$ cat src/rtl/trk_rst_seq.sv
module trk_rst_seq #(
  parameter int NCH     = 32,
  parameter int RST_MIN = 23,
  parameter int TRK_MIN = 50,
  parameter int ACQ_CYC = 4000,
  parameter int CAL_CYC = 11250,
  localparam int CHW    = (NCH > 1) ? $clog2(NCH) : 1,
  localparam int CW     = $clog2(TRK_MIN + 1),
  localparam int TMAX   = (ACQ_CYC > CAL_CYC) ? ACQ_CYC : CAL_CYC,
  localparam int TW     = $clog2(TMAX + 1)
) (
  input  logic           clk,
  input  logic           rst_n,
  input  logic           ctl_n,
  input  logic           addr_vld,
  input  logic [CHW-1:0] addr_ch,
  input  logic           addr_all,
  output logic           busy_n,
  output logic           tracking,
  output logic           rst_evt,
  output logic [NCH-1:0] sel_hold
);

  typedef enum logic [1:0] {S_IDLE, S_TRACK, S_ACQ} st_t;

  st_t            st;
  logic [1:0]     sync;
  logic           ctl_s, armed, cur_all;
  logic [CW-1:0]  lo_cnt;
  logic [CHW-1:0] cur_ch;
  logic [TW-1:0]  timer;
  logic [NCH-1:0] cur_mask, new_mask;
  logic           idle_meas, rst_hit, trk_hit;

  assign ctl_s     = sync[1];
  assign busy_n    = (st != S_ACQ);
  assign tracking  = (st == S_TRACK);
  assign cur_mask  = cur_all  ? {NCH{1'b1}} : (NCH'(1) << cur_ch);
  assign new_mask  = addr_all ? {NCH{1'b1}} : (NCH'(1) << addr_ch);
  assign idle_meas = (st == S_IDLE) && armed;
  assign rst_hit   = idle_meas && ctl_s && (lo_cnt >= CW'(RST_MIN));
  assign trk_hit   = idle_meas && !ctl_s && (lo_cnt == CW'(TRK_MIN));

  always_ff @(posedge clk or negedge rst_n) begin
    if (!rst_n) sync <= 2'b11;
    else        sync <= {sync[0], ctl_n};
  end

  always_ff @(posedge clk or negedge rst_n) begin
    if (!rst_n) begin
      st       <= S_IDLE;
      armed    <= 1'b1;
      lo_cnt   <= '0;
      cur_ch   <= '0;
      cur_all  <= 1'b0;
      timer    <= '0;
      sel_hold <= '0;
      rst_evt  <= 1'b0;
    end else begin
      rst_evt <= 1'b0;
      armed   <= (st == S_ACQ) ? 1'b0 : (armed | ctl_s);
      if (idle_meas && !ctl_s)
        lo_cnt <= (lo_cnt == CW'(TRK_MIN)) ? lo_cnt : lo_cnt + 1'b1;
      else
        lo_cnt <= '0;

      case (st)
        S_IDLE: begin
          if (rst_hit) begin
            rst_evt  <= 1'b1;
            sel_hold <= '0;
            cur_ch   <= '0;
            cur_all  <= 1'b0;
          end else if (trk_hit) begin
            st       <= S_TRACK;
            sel_hold <= sel_hold & ~cur_mask;
          end else if (addr_vld) begin
            cur_ch   <= addr_ch;
            cur_all  <= addr_all;
            sel_hold <= sel_hold & ~new_mask;
            if (ctl_s) begin
              st    <= S_ACQ;
              timer <= addr_all ? TW'(CAL_CYC - 1) : TW'(ACQ_CYC - 1);
            end else begin
              st <= S_TRACK;
            end
          end
        end
        S_TRACK: begin
          if (ctl_s) begin
            st    <= S_ACQ;
            timer <= cur_all ? TW'(CAL_CYC - 1) : TW'(ACQ_CYC - 1);
          end
        end
        S_ACQ: begin
          if (timer == '0) begin
            st       <= S_IDLE;
            sel_hold <= sel_hold | cur_mask;
          end else begin
            timer <= timer - 1'b1;
          end
        end
        default: st <= S_IDLE;
      endcase
    end
  end

endmodule

$ cat config.mk
export PLATFORM = sky130hd
export DESIGN_NAME = trk_rst_seq
export DESIGN_NICKNAME = d
export VERILOG_FILES = /design/src/rtl/trk_rst_seq.sv
export SDC_FILE = /design/constraint.sdc
export NUM_CORES = 1
export LEC_CHECK = 0
export ABC_AREA = 1
export BUFFER_PORTS_ARGS = -buffer_cell sky130_fd_sc_hd__clkbuf_2
export CORE_MARGIN = 4
export CORE_UTILIZATION = 40
export DETAILED_ROUTE_END_ITERATION = 8
export GPL_ROUTABILITY_DRIVEN = 0
export PLACE_DENSITY_LB_ADDON = 0.1
export REMOVE_ABC_BUFFERS = 1
export SLEW_MARGIN = 30
export SYNTH_ARGS = -nofsm -noshare
export SYNTH_HDL_FRONTEND = slang
export SYNTH_SLANG_ARGS = --single-unit
$ cat constraint.sdc
create_clock -name clk -period 5.46 [get_ports clk]
set_input_delay 0.273 -clock clk [delete_from_list [all_inputs] [get_ports clk]]
set_output_delay 0.273 -clock clk [all_outputs]
set_load 0.005 [all_outputs]
### Word-level counts from Yosys, hierarchy flattened

Index checks and enable logic that the tools add are counted.
W data, S select, Z words.

* flip-flop bits (word level): 64
* bits of input ports: 10
* output and inout port bits: 35
* word-level logic and storage cells: 84

* $add $sub $neg: 2
* order comparisons: 1
* equality and inequality tests: 15
* shift operators: 2
* multiplexer cells: 34
* bitwise gates (word level): 6
* reductions and logical operators: 15

Operators by type and width (count)
* $mux W32: 6
* $mux W14: 8
* $and A32 B32 Y32: 2
* $not A32 Y32: 2
* $pmux W32 S2: 1
* $shl A1 B5 Y32 const A: 2
* $pmux W14 S3: 1
* $or A32 B32 Y32: 1
* $ne A2 B2 Y1 const B: 8
* $mux W5: 3
* $logic_not A14 Y1: 1
* $sub A14 B1 Y14 const B: 1
* $mux W2: 6
* $mux W6: 2
* $reduce_and A7 Y1: 1
* $add A6 B1 Y6 const B: 1
* $eq A6 B6 Y1 const B: 1
* $ge A6 B5 Y1 const B: 1
* $mux W1: 6
* $pmux W2 S3: 1
* $reduce_and A3 Y1: 2
* $logic_and A1 B1 Y1: 5
* $ne A2 B1 Y1 const B: 2
* $ne A4 B4 Y1 const B: 1
* 9 further kinds: 10

### Depth between registers and ports, before layout

* depth in word-level cells: 8
* depth in mapped cells: 14
* gate-level depth less buffers: 13

### Least setup slack after synthesis

No wires, ideal clock.

* path type: reg-to-reg
* start: register st[0]
* end: register sel_hold[13]
* setup time: 0.116 ns
* arrival: 1.634 ns
* required time: 5.344 ns
* path slack: 3.710 ns
* stages on the path, launching flop included: 13
* buffers on the path: 2
* clock period less this slack: 1.750 ns
* path through: dfrtp_1 > inv_1 > ha_1 > nand2_1 > nor2_1 > a21oi_1 > nand2_4 > nand2_4 > inv_2 > buf_6 > buf_6 > nand2_1 > nand2_1

* cells in the longest elaborated chain, start to end: 7
* elaborated cells on any way between the ends: 14
* classes of those cells: eq/ne (3); mux (3); reduce/logical (8)

Ends and longest elaborated chain
* start, declared: RTL line 26 `st_t st;`
* start signal, assigned: RTL line 51 `st <= S_IDLE;`
* start signal, assigned: RTL line 75 `st <= S_TRACK;`
* start signal, assigned: RTL line 82 `st <= S_ACQ;`
* $logic_not A2 Y1: RTL line 40, 67
* $logic_and A1 B1 Y1: RTL line 40 `assign idle_meas = (st == S_IDLE) && armed;`
* $logic_and A1 B1 Y1 (2 in a row): RTL line 42 `assign trk_hit = idle_meas && !ctl_s && (lo_cnt == CW'(TRK_MIN));`
* $mux W32: RTL line 74 `end else if (trk_hit) begin`
* $mux W32: RTL line 69 `if (rst_hit) begin`
* $pmux W32 S2: RTL line 67 `case (st)`
* end signal, assigned: RTL line 76 `sel_hold <= sel_hold & ~cur_mask;`
* end signal, assigned: RTL line 80 `sel_hold <= sel_hold & ~new_mask;`
* end signal, assigned: RTL line 98 `sel_hold <= sel_hold | cur_mask;`
* end, declared: RTL line 21 `output logic [NCH-1:0] sel_hold`

Parallel ways exist; a longest one is shown, timed or not.
A chain may end at the register's enable or synchronous reset.

### Worst setup path in the final report

* start: register st[1]
* end: register sel_hold[30]

Same word-level chain as after synthesis.

==> out/metrics.csv <==
metric,value,unit
grt_max_degree,65,
cp.required,5700,ps
core_area,11470,um^2
grt_pass1_vias,4362,
drc,0,
drive_gt1_frac,0.1162,
routedWlPerCell,13.81,um
synth-simple-area-share,0.4106,
gr-total-overflow,0,
finClkSkew,7.593,ps
dp_slack,2382,ps
worst_ep_arrival_time,3310,ps
synth_compound_area_frac,0.1307,
ys_types,29,
die_h,116.5,um
vias,4751,
synth_mux_area_frac,0,
wirelength,12.78,mm
post-route-period-util,0.5636,
synth_xor_area_frac,0.007437,
crit_path_start_kind,register,
drtIter0Drc,326,
hold_ws,121.8,ps
maxCapViolCount,0,
cts.sinks,64,
design_area,5243,um^2
port_buffers,44,
syn_area,4711,um^2
layout_setup_ws,2383,ps
die_w,116.5,um
status,"complete, no violations",
vdd_drop_max,0.2456,mV
rows,39,
layout.nets,795,
grt_usage,0.1992,
setup_viol,0,
htree_levels,3,
cp-end-kind,register,
synth_fa_ha_area_frac,0.01859,
io_pins,45,
final_common_cell,nand2_1,
firstDrtPassIters,5,
drv_slew,0,
grt_pass1_wl,21.45,mm
fin_util,0.4572,
min_path_type,in2async,
fmax,0.3250,GHz
avgSynthCellArea,6.239,um^2
areaGrowthSynthToFinish,11.29,%
max-clock-path-buffers,2,
synth_top_family_by_area,simple AND/OR/NAND/NOR gates,
fin_crit,3077,ps
worstMarginPinSlew,915.2,ps
finalSetupTns,0,ps
clkSlewWorstSetupHoldPaths,60,ps
async_flop_share,1.000,
power.total,2.688,mW
dp.final_hpwl,8.743,mm
power_per_cell_area,512.8,nW/um^2
criticalPathCategory,reg2reg,
ys_seq_area_frac,0.3408,
power_leakage,2.652,nW
dp.cells,909,
start_util,0.4108,
n_antenna_cell,0,
cts_made_buffers,9,
ant_nets,0,
stdcell_count,926,
ys.flop_type,dfrtp_1,
placed_area,4957,um^2
cts-root-buf,clkbuf_16,
rsz0062_at_grt,false,
layout_common_cells,"nand2_1 (260), o21ai_0 (100), nand3_1 (92), nor2_1 (72), dfrtp_1 (61)",
ys_ff_latch,64,
grt_antenna_before_repair,0,
hold_violations,0,
yosys_warnings,0,
synth_edf_count,0,
vias_per_cell,5.131,
slew_headroom,0.3892,
cts_tree,done,
die_area,13580,um^2
clk_latency,340,ps
synthCells,755,
cp_max_fo,38,
[timing repair]
action / CTS / global route
endpoints found under the setup margin: 0 / 0
hold endpoints to repair: 1 / 0
setup buffers: 0 / 0
gates resized for setup: 0 / 0
hold buffers: 1 / 0
[metal layers]
| layer | track usage | up-vias | wire length (um) |
|---|---|---|---|
| met3 | 0.03472 | 19 | 542 |
| met1 | 0.2883 | 2149 | 6549 |
| li1 | - | 2476 | - |
| met2 | 0.2960 | 107 | 5453 |
| met4 | 0.07579 | 0 | 238 |
| met5 | 0 | - | 0 |
[Yosys cell counts (3+ instances only)]
cell      number  area, um^2
buf_2         10       50.05
clkbuf_1      17       63.81
buf_6          4       45.04
xor2_1         4       35.03
dfrtp_1       61        1526
clkinv_1       6       22.52
nand2_1      260       975.9
o21ai_1        3       15.01
nor2_1        72       270.3
nand2_2        4       25.02
dfstp_2        3       78.83
nand4_1        9       56.30
inv_2          3       11.26
o21ai_0      100       500.5
nor2_2         3       18.77
nand3_1       93       465.5
or2_2         10       62.56
inv_1         59       221.5
a21oi_1       12       60.06
buf_1          3       11.26
ha_1           7       87.58
[state kept, by name (all words and copies together), names as in the netlist]
register and cells:
st 2, armed 1, cur_all 1, timer 14, sel_hold 32, lo_cnt 6
cur_ch 5, rst_evt 1, sync 2
[power by group]
group / total, mW / leakage, nW / internal, mW / switching [mW]
clock: 0.534 / 0.128 / 0.318 / 0.217
combinational: 1.33 / 1.70 / 0.429 / 0.902
sequential: 0.823 / 0.822 / 0.643 / 0.180
[kinds of logic (layout without fill, tap and decap cells)]
| family | count (synthesis) | in the layout |
|---|---|---|
| buf+inv | 103 | 131 |
| xor+xnor | 4 | 4 |
| compound gates | 120 | 120 |
| flops | 64 | 64 |
| fa+ha+maj | 7 | 7 |
| simple gates | 457 | 457 |
[critical path, cell delays in order (launching register included)]
cell and delay, ps:
dfrtp_1 410, inv_1 100, ha_1 320, nand3_2 210, nor2_4 650, nor2_2 110
nand2_4 140, nand2_4 180, inv_2 530, nand3_1 140, nand2_1 90, inv_1 40
[final timing paths]
check	cells after the start	to	startpoint	slack [ps]
min in group clk	3	cur_all	addr_all	210
min	2	timer[6]	rst_n	120
max	11	sel_hold[30]	st[1]	2380
max in group asynchronous	2	sel_hold[21]	rst_n	4800
min reg2reg	0	sync[1]	sync[0]	360
max reg2reg	11	sel_hold[30]	st[1]	2380
[final cells by class]
type	instances	area (um^2)
Tap cell	143	178.9
Clock buffer	11	242.7
Multi-Input combinational cell	588	2683
Sequential cell	64	1605
Timing Repair Buffer	47	245.2
Fill cell	1201	6225
Inverter	68	255.2
Clock inverter	5	32.53
Power figures use the tool's default switching activity.
